## src/rtl/sdram_cmd_seq.sv

```systemverilog
module sdram_cmd_seq #(
  parameter int BANK_W    = 2,
  parameter int ROW_W     = 13,
  parameter int COL_W     = 10,
  parameter int ADDR_W    = 13,
  parameter int AP_BIT    = 10,
  parameter int CNT_W     = 16,
  parameter int T_PWRUP   = 20,
  parameter int T_RP      = 2,
  parameter int T_RCD     = 3,
  parameter int T_RFC     = 5,
  parameter int T_MRD     = 2,
  parameter int T_WR      = 2,
  parameter int T_XP      = 2,
  parameter int CAS_LAT   = 3,
  parameter int BURST_LEN = 4,
  parameter int BURST_ILV = 0,
  parameter int DDR       = 1,
  parameter int EXT_MR_EN = 1,
  parameter int EMR_VAL   = 0,
  parameter int IDLE_PD   = 40
) (
  input  logic              clk,
  input  logic              rst_n,
  input  logic              req_valid,
  input  logic              req_write,
  input  logic              req_autopre,
  input  logic [BANK_W-1:0] req_bank,
  input  logic [ROW_W-1:0]  req_row,
  input  logic [COL_W-1:0]  req_col,
  input  logic              bank_open,
  input  logic              row_match,
  output logic              req_ready,
  output logic [2:0]        cmd,
  output logic [BANK_W-1:0] cmd_bank,
  output logic [ADDR_W-1:0] cmd_addr,
  output logic              cke,
  output logic              init_done,
  output logic              ev_open,
  output logic              ev_close,
  output logic              rd_due
);

  localparam logic [2:0] C_NOP = 3'd0, C_ACT = 3'd1, C_RD = 3'd2, C_WR = 3'd3,
                         C_PRE = 3'd4, C_REF = 3'd5, C_LMR = 3'd6;
  localparam int BURST_CYC = (DDR != 0) ? BURST_LEN / 2 : BURST_LEN;
  localparam logic [ADDR_W-1:0] MR_VAL =
    ADDR_W'((CAS_LAT << 4) | (BURST_ILV << 3) | $clog2(BURST_LEN));
  localparam logic [ADDR_W-1:0] ALL_BANKS = ADDR_W'(1) << AP_BIT;

  typedef enum logic [3:0] {
    S_PREA, S_REF1, S_REF2, S_MRS, S_EMRS, S_IDLE, S_ACT, S_RW, S_PD
  } st_t;

  st_t               st, n_st;
  logic [CNT_W-1:0]  cnt, idle_cnt, n_gap;
  logic              go, accept, n_cke, n_eo, n_ec;
  logic [2:0]        n_cmd;
  logic [BANK_W-1:0] n_bank, q_bank;
  logic [ADDR_W-1:0] n_addr;
  logic [ROW_W-1:0]  q_row;
  logic [COL_W-1:0]  q_col;
  logic              q_wr, q_ap;
  logic [CAS_LAT:0]  rd_pipe;

  function automatic logic [ADDR_W-1:0] col_addr(input logic [COL_W-1:0] c, input logic ap);
    logic [ADDR_W-1:0] a;
    a = '0;
    a[COL_W-1:0] = c;
    a[AP_BIT] = ap;
    return a;
  endfunction

  function automatic logic [ADDR_W-1:0] row_addr(input logic [ROW_W-1:0] r);
    logic [ADDR_W-1:0] a;
    a = '0;
    a[ROW_W-1:0] = r;
    return a;
  endfunction

  function automatic logic [CNT_W-1:0] rw_gap(input logic wr, input logic ap);
    if (!ap)     return CNT_W'(BURST_CYC);
    else if (wr) return CNT_W'(BURST_CYC + T_WR + T_RP);
    else         return CNT_W'(BURST_CYC + T_RP);
  endfunction

  assign go        = (cnt == '0);
  assign req_ready = (st == S_IDLE) && go;
  assign accept    = req_valid && req_ready;
  assign rd_due    = rd_pipe[CAS_LAT];

  always_comb begin
    n_st   = st;
    n_cmd  = C_NOP;
    n_bank = cmd_bank;
    n_addr = cmd_addr;
    n_gap  = '0;
    n_cke  = cke;
    n_eo   = 1'b0;
    n_ec   = 1'b0;
    case (st)
      S_PREA: if (go) begin
        n_cmd = C_PRE; n_bank = '0; n_addr = ALL_BANKS;
        n_gap = CNT_W'(T_RP); n_st = S_REF1;
      end
      S_REF1: if (go) begin
        n_cmd = C_REF; n_gap = CNT_W'(T_RFC); n_st = S_REF2;
      end
      S_REF2: if (go) begin
        n_cmd = C_REF; n_gap = CNT_W'(T_RFC); n_st = S_MRS;
      end
      S_MRS: if (go) begin
        n_cmd = C_LMR; n_bank = '0; n_addr = MR_VAL; n_gap = CNT_W'(T_MRD);
        n_st = (EXT_MR_EN != 0) ? S_EMRS : S_IDLE;
      end
      S_EMRS: if (go) begin
        n_cmd = C_LMR; n_bank = BANK_W'(2); n_addr = ADDR_W'(EMR_VAL);
        n_gap = CNT_W'(T_MRD); n_st = S_IDLE;
      end
      S_IDLE: begin
        if (accept) begin
          n_bank = req_bank;
          if (!bank_open) begin
            n_cmd = C_ACT; n_addr = row_addr(req_row); n_eo = 1'b1;
            n_gap = CNT_W'(T_RCD); n_st = S_RW;
          end else if (row_match) begin
            n_cmd = req_write ? C_WR : C_RD;
            n_addr = col_addr(req_col, req_autopre);
            n_ec = req_autopre;
            n_gap = rw_gap(req_write, req_autopre);
          end else begin
            n_cmd = C_PRE; n_addr = '0; n_ec = 1'b1;
            n_gap = CNT_W'(T_RP); n_st = S_ACT;
          end
        end else if (go && !req_valid && idle_cnt >= CNT_W'(IDLE_PD - 1)) begin
          n_cke = 1'b0; n_st = S_PD;
        end
      end
      S_ACT: if (go) begin
        n_cmd = C_ACT; n_bank = q_bank; n_addr = row_addr(q_row); n_eo = 1'b1;
        n_gap = CNT_W'(T_RCD); n_st = S_RW;
      end
      S_RW: if (go) begin
        n_cmd = q_wr ? C_WR : C_RD; n_bank = q_bank;
        n_addr = col_addr(q_col, q_ap); n_ec = q_ap;
        n_gap = rw_gap(q_wr, q_ap); n_st = S_IDLE;
      end
      S_PD: if (req_valid) begin
        n_cke = 1'b1; n_gap = CNT_W'(T_XP); n_st = S_IDLE;
      end
      default: n_st = S_PREA;
    endcase
  end

  always_ff @(posedge clk or negedge rst_n) begin
    if (!rst_n) begin
      st        <= S_PREA;
      cnt       <= CNT_W'(T_PWRUP - 1);
      idle_cnt  <= '0;
      cmd       <= C_NOP;
      cmd_bank  <= '0;
      cmd_addr  <= '0;
      cke       <= 1'b1;
      init_done <= 1'b0;
      ev_open   <= 1'b0;
      ev_close  <= 1'b0;
      rd_pipe   <= '0;
      q_bank    <= '0;
      q_row     <= '0;
      q_col     <= '0;
      q_wr      <= 1'b0;
      q_ap      <= 1'b0;
    end else begin
      st        <= n_st;
      cmd       <= n_cmd;
      cmd_bank  <= n_bank;
      cmd_addr  <= n_addr;
      cke       <= n_cke;
      ev_open   <= n_eo;
      ev_close  <= n_ec;
      init_done <= init_done || (n_st == S_IDLE);
      rd_pipe   <= {rd_pipe[CAS_LAT-1:0], n_cmd == C_RD};
      if (n_gap != '0)  cnt <= n_gap - CNT_W'(1);
      else if (!go)     cnt <= cnt - CNT_W'(1);
      if (st == S_IDLE && !req_valid) begin
        if (idle_cnt != '1) idle_cnt <= idle_cnt + CNT_W'(1);
      end else begin
        idle_cnt <= '0;
      end
      if (accept) begin
        q_bank <= req_bank;
        q_row  <= req_row;
        q_col  <= req_col;
        q_wr   <= req_write;
        q_ap   <= req_autopre;
      end
    end
  end

  logic [2:0]       chk_last;
  logic [CNT_W-1:0] chk_since;

  always_ff @(posedge clk or negedge rst_n) begin
    if (!rst_n) begin
      chk_last  <= C_NOP;
      chk_since <= '0;
    end else if (cmd != C_NOP) begin
      chk_last  <= cmd;
      chk_since <= CNT_W'(1);
    end else if (chk_since != '1) begin
      chk_since <= chk_since + CNT_W'(1);
    end
  end


  pd_nop_chk: assert property (@(posedge clk) disable iff (!rst_n)
    !cke |-> (cmd == C_NOP && !req_ready));


  access_after_init_chk: assert property (@(posedge clk) disable iff (!rst_n)
    (cmd == C_ACT || cmd == C_RD || cmd == C_WR) |-> init_done);


  rp_gap_chk: assert property (@(posedge clk) disable iff (!rst_n)
    (cmd == C_ACT && chk_last == C_PRE) |-> chk_since >= CNT_W'(T_RP));


  rcd_gap_chk: assert property (@(posedge clk) disable iff (!rst_n)
    ((cmd == C_RD || cmd == C_WR) && chk_last == C_ACT) |-> chk_since >= CNT_W'(T_RCD));


  open_event_chk: assert property (@(posedge clk) disable iff (!rst_n)
    ev_open |-> !ev_close);

endmodule

```

## config.mk

```make
export PLATFORM = sky130hd
export DESIGN_NAME = sdram_cmd_seq
export DESIGN_NICKNAME = d
export VERILOG_FILES = /design/src/rtl/sdram_cmd_seq.sv
export SDC_FILE = /design/constraint.sdc
export NUM_CORES = 1
export LEC_CHECK = 0
export ABC_CLOCK_PERIOD_IN_PS = 3360
export BUFFER_PORTS_ARGS = -buffer_cell sky130_fd_sc_hd__buf_2
export CORE_AREA = 3 3 98 100
export CTS_CLUSTER_SIZE = 28
export DETAILED_ROUTE_END_ITERATION = 8
export DIE_AREA = 0 0 101 103
export PLACE_DENSITY_LB_ADDON = 0.1
export SLEW_MARGIN = 20
export SYNTH_ARGS = -nofsm -noshare
export SYNTH_HDL_FRONTEND = slang
export SYNTH_SLANG_ARGS = --single-unit
```

## constraint.sdc

```tcl
create_clock -name clk -period 3.36 [get_ports clk]
set_input_delay 0.168 -clock clk [delete_from_list [all_inputs] [get_ports clk]]
set_output_delay 0.168 -clock clk [all_outputs]
set_load 0.03 [all_outputs]
```

==> results.md, run 1 <==
* Routed Antenna Nets at 0
* Row count at 34
* Path depth of the worst reg2reg path at 10
* Hold WC Path Type: primary input to register
* Largest fanout on the critical path at 9
* Mean Syn Cell Area at 9.928 µm²
* Filler cells at 781
* Initial antenna violation count at 0
* Warnings, synthesis at 0
* Crit path capture type: register
* Kind of critical path: register to register
* Final instance area at between 0.005 and 0.006 mm²
* Die area at 0.01040 mm²
* Vias in the first global route at 3655
* CP required at 3.64 ns
* TritonCTS buffer count at 9
* Leak Pwr at 2.406 nW
* Startpoint Class: register
* WHS Path Cells at 2
* # H-tree levels at 3
* Starting Density at 52.00%
* Total core area at 0.008763 mm²
* Number of antenna diodes at 0
* Die Height at between 100 and 150 µm
* Share of layout cells above drive strength 1 at about a quarter
* Final Skew at approximately 0.012 ns
* Critical path arrival at 3.34 ns
* Post-synth EDFFs at 0
* Async set-or-reset flop fraction in the synthesized netlist at 100.0%
* Final net count at 553
* Clk_lat worst skew at 0.36 ns
* Final Hold Violating Endpoints at 0
* Run status: finished clean
* HPWL Detailed at approximately 7400 µm
* Detailed Routing Iterations Pass 1 at 4
* CTS tree: done
* Max-Cap Viols at 0
* First-pass GRT wire length at about 18000 µm
* Post-Syn Nets at about 490
* Synth Register Bits at slightly below 90
* Post-CTS setup buffers at 0
* Fmax at 0.3262 GHz
* Pwr Density at 637.1 mW/mm²
* Setup-failing EPs final at 0
* Top FF cell, synth: dfrtp_1
* CTS max path bufs at 2
* Mapped Cells at 459
* CTS root buf: clkbuf_8
* Minimum clock period at 3.065 ns
* RSZ-0062 raised after global routing: false
* Grt total ovfl at 0
* Via count at 3783
* Drt drc at 0
* Iteration-0 DRC Markers at 194
* Relative slew slack at about half
* Register area share after synthesis at approximately half
* Peak supply drop at 0.0002875 V
* Port bufs at 55
* Synthesized cell area at 0.004557 mm²
* Synthesis-to-layout area growth at 14.55%
* Die width at between 100 and 150 µm
* Yosys cell types at 65
* Area after DPL at around 0.0050 mm²
* Clock Sink Count at 89
* Vias/cell at 5.986
* Gr usage total at 21.42%
* Slew Viols, Final at 0
* Largest net degree at the start of global routing at 63
* # IOs at 56
* Worst-margin pin slew at 0.7731 ns
* Avg WL per Cell at 16.87 µm
* Gpl congestion at 0.9020
* CTS clk-pin slew, worst paths at approximately 0.10 ns
* Setup TNS at 0 ns
* Drt total wl at 10660 µm
* Fin crit share at 91.23%
==> layout make-up <==
cell class                      count  area, µm²  area share [%]
Clock inverter                      5      61.31           1.174
Sequential cell                    89       2232           42.76
Timing Repair Buffer               76      437.9           8.389
Tap cell                          108      135.1           2.589
Multi-Input combinational cell    330       2153           41.25
Inverter                           13      48.80          0.9348
Clock buffer                       11      151.4           2.900
==> synth_stat cells, types with 3 or more instances <==
library cell / instances / area share, %
a21oi_1: 34 / 3.7
a221oi_1: 3 / 0.58
a22o_1: 9 / 1.7
a22oi_1: 14 / 2.3
a31oi_1: 5 / 0.69
a32o_1: 5 / 1.1
and2_1: 3 / 0.41
and3_1: 4 / 0.55
and4_1: 3 / 0.58
buf_2: 4 / 0.44
buf_6: 3 / 0.74
clkbuf_1: 16 / 1.3
dfrtp_1: 85 / 47
dfstp_2: 4 / 2.3
inv_1: 12 / 0.99
mux2_2: 27 / 6.7
mux2i_1: 3 / 0.66
nand2_1: 32 / 2.6
nand2b_1: 6 / 0.82
nand3_1: 11 / 1.2
nand3b_1: 3 / 0.49
nand4_1: 7 / 0.96
nor2_1: 50 / 4.1
nor2b_1: 3 / 0.41
nor3_1: 13 / 1.4
o21a_1: 3 / 0.49
o21ai_0: 24 / 2.6
o31ai_1: 7 / 1.2
or3_1: 7 / 0.96
xnor2_1: 4 / 0.77
xor2_1: 8 / 1.5
==> worst max-delay path: stages, from the launching register on <==
cell      delay, ns
dfrtp_1        0.44
or3_4          0.42
or3_4          0.40
nor3_1         0.26
a211o_1        0.15
nor2_1         0.08
a221oi_1       0.29
ha_2           0.31
nand4_1        0.14
or3_1          0.34
a31oi_1        0.15
==> worst paths after layout <==
path	from	endpoint	slack, ns
max	cnt[11]	cnt[8]	0.29
min	req_col[3]	q_col[3]	0.05
max reg2reg	cnt[11]	cnt[8]	0.29
min reg2reg	rd_pipe[0]	rd_pipe[1]	0.36
max in group asynchronous	rst_n	q_row[4]	2.21
min in group asynchronous	rst_n	cnt[8]	0.43
==> routing by layer <==
layer	wire [µm]	share of wire (%)	vias up	global-route usage, %
li1	-	-	1804	-
met1	4945	46	1856	30.53
met2	4998	47	113	33.01
met3	603	5.7	10	3.924
met4	116	1.1	0	7.464
met5	0	0	-	0
==> cell families after synthesis <==
| family | share of synthesized area, % |
|---|---|
| adders and majority gates | 0.5491 |
| AOI/OAI and AO/OA | 19.71 |
| DFF | 48.98 |
| and+or+nand+nor | 17.05 |
| buffers and inverters | 4.064 |
| muxes | 7.331 |
| xor gates and xnor gates | 2.306 |
==> per-stage QoR <==
| step | hold slack, ns | cells | total power [mW] | utilization, % | setup WS [ns] |
|---|---|---|---|---|---|
| global placement | 0.2847 | 615 | 2.509 | 56.94 | 0.2647 |
| detailed placement | 0.3012 | 615 | 2.529 | 56.94 | 0.1819 |
| floorplan | -0.1276 | 459 | 2.197 | - | 0.07845 |
| CTS | 0.03440 | 632 | 3.317 | 59.48 | 0.1794 |
| finish | 0.04888 | 632 | 3.326 | 59.57 | 0.2946 |
| global route | 0.04641 | 632 | 3.552 | 59.57 | 0.07463 |
==> report_power, final <==
part	switching (mW)	total, mW	internal, mW
registers	0.168	1.41	1.24
clock network	0.395	0.784	0.389
logic	0.682	1.13	0.452
total	1.24	3.33	2.08
==> cells in the final DEF (no fill, tap or decap), drive strengths merged, types with 5 or more instances in the layout <==
| cell type | instances |
|---|---|
| dfrtp | 85 |
| buf | 75 |
| nor2 | 50 |
| a21oi | 35 |
| nand2 | 32 |
| mux2 | 27 |
| o21ai | 24 |
| a22oi | 14 |
| nor3 | 14 |
| inv | 13 |
| nand3 | 12 |
| clkbuf | 11 |
| a22o | 9 |
| or3 | 9 |
| xor2 | 8 |
| nand4 | 7 |
| o31ai | 7 |
| nand2b | 6 |
| a32o | 5 |
| a31oi | 5 |
==> sequential cells by signal (all words and copies together), names as in the netlist, 2 cells and up <==
signal    cells
q_bank        2
idle_cnt     16
st            4
rd_pipe       4
cnt          16
cmd           3
cmd_bank      2
q_col        10
cmd_addr     13
q_row        13
==> what timing repair did <==
item | 4_1_cts | 5_1_grt
endpoints found under the hold margin | 56 | 0
hold buffers | 1 | 0
setup endpoints to repair | 0 | 2
resized for setup | 0 | 2
Power figures use the tool's default switching activity.
==> run 2: changes to the inputs <==
--- a/config.mk
+++ b/config.mk
@@ -7,10 +7,12 @@
 export LEC_CHECK = 0
 export ABC_CLOCK_PERIOD_IN_PS = 3360
 export BUFFER_PORTS_ARGS = -buffer_cell sky130_fd_sc_hd__buf_2
-export CORE_AREA = 3 3 98 100
+export CELL_PAD_IN_SITES_DETAIL_PLACEMENT = 0
+export CELL_PAD_IN_SITES_GLOBAL_PLACEMENT = 1
+export CORE_AREA = 3 3 110 112
 export CTS_CLUSTER_SIZE = 28
 export DETAILED_ROUTE_END_ITERATION = 8
-export DIE_AREA = 0 0 101 103
+export DIE_AREA = 0 0 113 115
 export PLACE_DENSITY_LB_ADDON = 0.1
 export SLEW_MARGIN = 20
 export SYNTH_ARGS = -nofsm -noshare
==> run 2 against run 1 <==
  * Critical path depth unchanged
  * First-iteration DRC count decreased by 10%
  * Flip-flop and latch count is the same
  * Final area rose by 3.2%
  * Core utilization is 12 points lower
  * Highest routed layer unchanged
==> results.md, run 2 (synthesis gave the netlist of run 1 again) <==
* Run status: finished clean (unchanged)
* Die Height at 115 µm (was 103 µm)
* Avg WL per Cell at 17.05 µm (was 16.87 µm)
* Gpl congestion at 0.7828 (was 0.9020)
* Slew Viols, Final at 0 (unchanged)
* CTS tree: done (unchanged)
* Die area at 0.01300 mm² (was 0.01040 mm²)
* Gr usage total at 18.74% (was 21.42%)
* Largest fanout on the critical path at 9 (unchanged)
* Critical path arrival at 3.39 ns (was 3.34 ns)
* Total core area at 0.01132 mm² (was 0.008763 mm²)
* Commonest non-fill, non-tap cell in the layout: dfrtp_1 (unchanged)
* Core Util, Final at 47.57% (was 59.57%)
* Setup-failing EPs final at 0 (unchanged)
* Worst-margin pin slew at 0.7523 ns (was 0.7731 ns)
* Drt drc at 0 (unchanged)
* Final std cells w/o fill at 668 (was 632)
* Final Skew at 0.01202 ns (was 0.01209 ns)
* Most used cell along the critical path: or3_1 (was or3_4)
* Clk_lat worst skew at 0.36 ns (about the same)
* RSZ-0062 raised after global routing: false (unchanged)
* # H-tree levels at 3 (unchanged)
* CTS root buf: clkbuf_16 (was clkbuf_8)
* Hold WC Path Type: primary input to register (unchanged)
* CTS clk-pin slew, worst paths at 0.07 ns (was 0.10 ns)
* Via count at 3702 (was 3783)
* Top flop regs: cnt x16, idle_cnt x16 (unchanged)
* Drt total wl at 11390 µm (was 10660 µm)
* Clock Sink Count at 89 (unchanged)
* Vias/cell at 5.542 (was 5.986)
* Startpoint Class: register (unchanged)
* Area after DPL at 0.005041 mm² (was 0.004990 mm²)
* TritonCTS buffer count at 9 (unchanged)
* Synthesis-to-layout area growth at 18.18% (was 14.55%)
* Starting Density at 40.25% (was 52.00%)
* Pwr Density at 678.1 mW/mm² (was 637.1 mW/mm²)
* Initial antenna violation count at 0 (unchanged)
* Peak supply drop at 0.0004513 V (was 0.0002875 V)
* Vias in the first global route at 3700 (was 3655)
* PnR Total Power at 3.652 mW (was 3.326 mW)
* Most frequent cells in the layout: dfrtp_1 (85), buf_2 (54), nor2_1 (50), a21oi_1 (34), nand2_1 (32) (unchanged)
* Grt total ovfl at 0 (unchanged)
* Cells along the critical path: or3_4 -> or3_1 -> nor3_2 -> a211o_1 -> nor2_1 -> a221oi_1 -> ha_2 -> nand4_1 -> or3_1 -> a31oi_1 (was or3_4 -> or3_4 -> nor3_1 -> a211o_1 -> nor2_1 -> a221oi_1 -> ha_2 -> nand4_1 -> or3_1 -> a31oi_1)
* Final net count at 554 (was 553)
* Slowest-stage cell, CP: or3_1 (was dfrtp_1)
* First-pass GRT wire length at 19220 µm (was 17660 µm)
* Port bufs at 55 (unchanged)
* CTS max path bufs at 2 (unchanged)
* Minimum clock period at 3.121 ns (was 3.065 ns)
* HPWL Detailed at 7826 µm (was 7395 µm)
* Routed Antenna Nets at 0 (unchanged)
* Cells after DPL at 651 (was 615)
* Fin crit share at 92.88% (was 91.23%)
* Iteration-0 DRC Markers at 174 (was 194)
* Detailed Routing Iterations Pass 1 at 4 (unchanged)
* CP required at 3.63 ns (was 3.64 ns)
* Row count at 39 (was 34)
* Share of layout cells above drive strength 1 at 25.33% (was 25.19%)
* Number of antenna diodes at 0 (unchanged)
* Post-CTS setup buffers at 0 (unchanged)
* Crit path capture type: register (unchanged)
* Final instance area at 0.005385 mm² (was 0.005220 mm²)
* Max-Cap Viols at 0 (unchanged)
* Largest net degree at the start of global routing at 60 (was 63)
* Crit path largest cell delay at 0.49 ns (was 0.44 ns)
* Setup TNS at 0 ns (unchanged)
* Relative slew slack at 49.85% (was 48.46%)
* # IOs at 56 (unchanged)
* Kind of critical path: register to register (unchanged)
* Leak Pwr at 2.460 nW (was 2.406 nW)
* Fmax at 0.3204 GHz (was 0.3262 GHz)
* Die width at 113 µm (was 101 µm)
* Final Hold Violating Endpoints at 0 (unchanged)
## run 2: final cells by class
type | instances | area [µm²]
clock buffers | 9 | 225.2
clock inverters | 7 | 101.3
fillers | 1103 | 5936
inverters | 13 | 48.80
multi-input cells | 330 | 2153
flip-flops and latches | 89 | 2232
well taps | 143 | 178.9
repair buffers | 77 | 445.4
## run 2: worst max-delay path: cells and delay by family (launching register included)
kind / cells / cell delay, ns
AO/OA/AOI/OAI: 3 / 0.58
adder cells (fa/ha/maj): 1 / 0.30
flip-flops: 1 / 0.44
AND/OR/NAND/NOR: 6 / 1.72
## run 2: power breakdown
group | total [mW] | internal [mW] | switching, mW | leakage (nW)
Sequential | 1.41 | 1.24 | 0.172 | 1.19
Combinational | 1.13 | 0.447 | 0.680 | 1.11
Clock | 1.11 | 0.660 | 0.453 | 0.158
Total | 3.65 | 2.35 | 1.30 | 2.46
## run 2: stage by stage
| step | hold slack (ns) | setup slack [ns] |
|---|---|---|
| floorplan | -0.1276 | 0.07845 |
| global placement | 0.2923 | 0.2171 |
| detailed placement | 0.2955 | 0.1269 |
| CTS | 0.05245 | 0.1221 |
| global route | 0.05450 | 0.02219 |
| finish | 0.05805 | 0.2393 |
## run 2: timing repair
item,CTS,global route
gates resized for setup,0,2
endpoints found under the setup margin,0,1
hold buffers,1,0
hold endpoints to repair,53,0
## run 2: worst paths after layout
check / start / end / slack (ns) / cells after the start
min in group asynchronous: rst_n / cnt[7] / 0.44 / 2
max in group asynchronous: rst_n / q_bank[0] / 2.20 / 3
hold / removal: req_col[9] / q_col[9] / 0.06 / 2
hold reg to reg: rd_pipe[0] / rd_pipe[1] / 0.35 / 0
setup / recovery: cnt[11] / cnt[8] / 0.24 / 10
setup reg to reg: cnt[11] / cnt[8] / 0.24 / 10
## run 2: per-layer routing
| layer | track usage [%] | share of wire, % | wire, µm | vias to the layer above |
|---|---|---|---|---|
| met5 | 0 | 0 | 0 | - |
| met4 | 4.888 | 1.1 | 129 | 0 |
| met3 | 5.105 | 4.4 | 498 | 11 |
| met2 | 28.99 | 46 | 5237 | 67 |
| met1 | 26.19 | 48 | 5524 | 1810 |
| li1 | - | - | - | 1814 |
==> run 3: changes to the inputs <==
--- a/config.mk
+++ b/config.mk
@@ -6,13 +6,13 @@
 export NUM_CORES = 1
 export LEC_CHECK = 0
 export ABC_CLOCK_PERIOD_IN_PS = 3360
-export BUFFER_PORTS_ARGS = -buffer_cell sky130_fd_sc_hd__buf_2
+export BUFFER_PORTS_ARGS = -buffer_cell sky130_fd_sc_hd__buf_4
 export CELL_PAD_IN_SITES_DETAIL_PLACEMENT = 0
 export CELL_PAD_IN_SITES_GLOBAL_PLACEMENT = 1
-export CORE_AREA = 3 3 110 112
+export CORE_AREA = 3 3 126 128
 export CTS_CLUSTER_SIZE = 28
 export DETAILED_ROUTE_END_ITERATION = 8
-export DIE_AREA = 0 0 113 115
+export DIE_AREA = 0 0 129 131
 export PLACE_DENSITY_LB_ADDON = 0.1
 export SLEW_MARGIN = 20
 export SYNTH_ARGS = -nofsm -noshare
==> run 3 against run 2 <==
  * Critical path type unchanged
  * Register-to-register slack better by 0.13 ns
  * Cell count up 7.5%
  * Via count up 2.1%
  * Global-route usage down 3.1 points
  * Clock-buffer cell count up 2
  * Maximum frequency up 4.3%
  * Clock power down 5%
  * The flow now finishes with violations (hold timing)
  * Wire length up 11%
  * Sequential share of layout area down 1.6 points
  * Critical path depth unchanged
  * Final area up 4.1%
  * Combinational power up 8%
==> results.md, run 3 (synthesis gave the netlist of run 1 again) <==
* Max-Cap Viols at 0 (unchanged)
* Most frequent cells in the layout: dfrtp_1 (85), buf_4 (82), nor2_1 (50), a21oi_1 (34), nand2_1 (32) (was dfrtp_1 (85), buf_2 (54), nor2_1 (50), a21oi_1 (34), nand2_1 (32))
* Hold WC Path Type: primary input to asynchronous set/reset pin (was primary input to register)
* Core Util, Final at 37.42% (was 47.57%)
* Drt total wl at 12630 µm (was 11390 µm)
* Run status: finished with violations (was finished clean)
* Crit path largest cell delay at 0.44 ns (was 0.49 ns)
* Clock Sink Count at 89 (unchanged)
* Worst-margin pin slew at 0.9302 ns (was 0.7523 ns)
* Clk_lat worst skew at 0.34 ns (was 0.36 ns)
* Starting Density at 30.43% (was 40.25%)
* Synthesis-to-layout area growth at 22.98% (was 18.18%)
* CP required at 3.62 ns (was 3.63 ns)
* Met3 usage at 3.862% (was 5.105%)
* Final Skew at 0.009915 ns (was 0.01202 ns)
* Setup-failing EPs final at 0 (unchanged)
* Final Hold Violating Endpoints at 48 (was 0)
* Iteration-0 DRC Markers at 211 (was 174)
* Row count at 45 (was 39)
* Largest fanout on the critical path at 9 (unchanged)
* Port bufs at 55 (unchanged)
* Number of antenna diodes at 0 (unchanged)
* Peak supply drop at 0.0002547 V (was 0.0004513 V)
* RSZ-0062 raised after global routing: false (unchanged)
* Die Height at 131 µm (was 115 µm)
* Initial antenna violation count at 0 (unchanged)
* # H-tree levels at 3 (unchanged)
* # IOs at 56 (unchanged)
* PnR Total Power at 3.686 mW (was 3.652 mW)
* Kind of critical path: register to register (unchanged)
* WHS at -0.04038 ns (was 0.05805 ns)
* Minimum clock period at 2.992 ns (was 3.121 ns)
* Share of total power in the clock network at 28.7% (was 30.5%)
* Slew Viols, Final at 0 (unchanged)
* Relative slew slack at 37.99% (was 49.85%)
* Largest delay share family, worst path: simple AND/OR/NAND/NOR gates (unchanged)
* Vias/cell at 5.262 (was 5.542)
* Fmax at 0.3343 GHz (was 0.3204 GHz)
* Grt total ovfl at 0 (unchanged)
* GRT busiest layer: met2 (unchanged)
* Die area at 0.01690 mm² (was 0.01300 mm²)
* Cell-internal power at 2.369 mW (was 2.347 mW)
* Top flop regs: cnt x16, idle_cnt x16 (unchanged)
* Failing checks: hold timing
* Pwr Density at 657.7 mW/mm² (was 678.1 mW/mm²)
* Leak Pwr at 2.509 nW (was 2.460 nW)
* Crit path capture type: register (unchanged)
* Slowest-stage cell, CP: dfrtp_1 (was or3_1)
* Gpl congestion at 0.7890 (was 0.7828)
* Reg power frac at 38.3% (was 38.7%)
* HPWL Detailed at 8662 µm (was 7826 µm)
* Drt drc at 0 (unchanged)
* Via count at 3778 (was 3702)
* Total core area at 0.01498 mm² (was 0.01132 mm²)
* Switching Share at 35.74% (was 35.73%)
* Psw at 1.317 mW (was 1.305 mW)
* Detailed Routing Iterations Pass 1 at 5 (was 4)
* Vias in the first global route at 3787 (was 3700)
* Most used cell along the critical path: or3_4 (was or3_1)
* Largest net degree at the start of global routing at 70 (was 60)
* CTS clk-pin slew, worst paths at 0.06 ns (was 0.07 ns)
* Fin crit share at 89.04% (was 92.88%)
* Die width at 129 µm (was 113 µm)
* First-pass GRT wire length at 20470 µm (was 19220 µm)
* CTS max path bufs at 2 (unchanged)
* Hold_buf cts at 0 (was 1)
* Final net count at 559 (was 554)
* Share of layout cells above drive strength 1 at 26.42% (was 25.33%)
* Cells along the critical path: or3_4 -> or3_4 -> nor3_2 -> a211o_1 -> nor2_1 -> a221oi_1 -> ha_2 -> nand4_1 -> or3_1 -> a31oi_1 (was or3_4 -> or3_1 -> nor3_2 -> a211o_1 -> nor2_1 -> a221oi_1 -> ha_2 -> nand4_1 -> or3_1 -> a31oi_1)
* Critical path arrival at 3.25 ns (was 3.39 ns)
* Gr usage total at 15.59% (was 18.74%)
* R2R setup slack at 0.37 ns (was 0.24 ns)
* CTS tree: done (unchanged)
* Commonest non-fill, non-tap cell in the layout: dfrtp_1 (unchanged)
* Setup TNS at 0 ns (unchanged)
* Routed Antenna Nets at 0 (unchanged)
* CTS root buf: clkbuf_16 (unchanged)
* TritonCTS buffer count at 9 (unchanged)
* Startpoint Class: register (unchanged)
* Avg WL per Cell at 17.59 µm (was 17.05 µm)
* Met1 global-route usage at 21.36% (was 26.19%)
* Logic pwr share at 33.0% (was 30.8%)
* Met2 usage at 24.39% (was 28.99%)
* Crit path buffers/inverters at 0 (unchanged)
[run 3: cell types whose count changed in the layout (fill, tap and decap cells not counted), sizes merged]
cell / before / now
buf: 76 / 82
bufinv: 2 / 1
clkbuf: 9 / 11
clkinv: 3 / 4
clkinvlp: 1 / 0
dlygate4sd3: 1 / 0
inv: 14 / 13
[run 3: worst paths after layout]
kind | start | end | depth (start not counted)
min | rst_n | cnt[8] | 1
max reg2reg | cnt[11] | cnt[8] | 10
min reg2reg | rd_pipe[1] | rd_pipe[2] | 0
max | cnt[11] | cnt[8] | 10
max in group asynchronous | rst_n | cnt[0] | 2
min in group clk | req_col[2] | q_col[2] | 2
[run 3: stage by stage]
step | instances | area (µm²) | hold slack, ns | setup slack [ns]
6_report | 718 | 5604 | -0.04038 | 0.3683
4_1_cts | 715 | 5569 | 0.01305 | 0.1221
3_5_place_dp | 699 | 5255 | 0.3357 | 0.1394
3_3_place_gp | 699 | 5255 | 0.3375 | 0.2082
5_1_grt | 718 | 5604 | 0.04595 | 0.03886
2_1_floorplan | 459 | 4557 | -0.1276 | 0.07845
[run 3: power by group through the flow]
stage	sequential, mW	clock (mW)	combinational [mW]
CTS	1.41	1.10	1.20
finish	1.41	1.06	1.22
global route	1.44	1.14	1.36
global placement	1.43	0	1.19
floorplan	1.41	0	0.782
detailed placement	1.43	0	1.20
[run 3: final cells by class]
type / count / area (µm²)
Multi-Input combinational cell: 330 / 2158
Clock buffer: 11 / 252.7
Fill cell: 1501 / 9373
Timing Repair Buffer: 82 / 615.6
Clock inverter: 5 / 61.31
Sequential cell: 89 / 2232
Inverter: 13 / 48.80
Tap cell: 188 / 235.2
[run 3: metal layers]
| layer | vias to the layer above | wire length, µm |
|---|---|---|
| li1 | 1819 | - |
| met1 | 1860 | 5881 |
| met2 | 86 | 6019 |
| met3 | 13 | 542 |
| met4 | 0 | 186 |
| met5 | - | 0 |
[run 3: repair_timing]
| action | CTS | global route |
|---|---|---|
| setup endpoints to repair | 0 | 4 |
| endpoints found under the hold margin | 0 | 0 |
| gates resized for setup | 0 | 3 |
| buffers inserted | 0 | 3 |
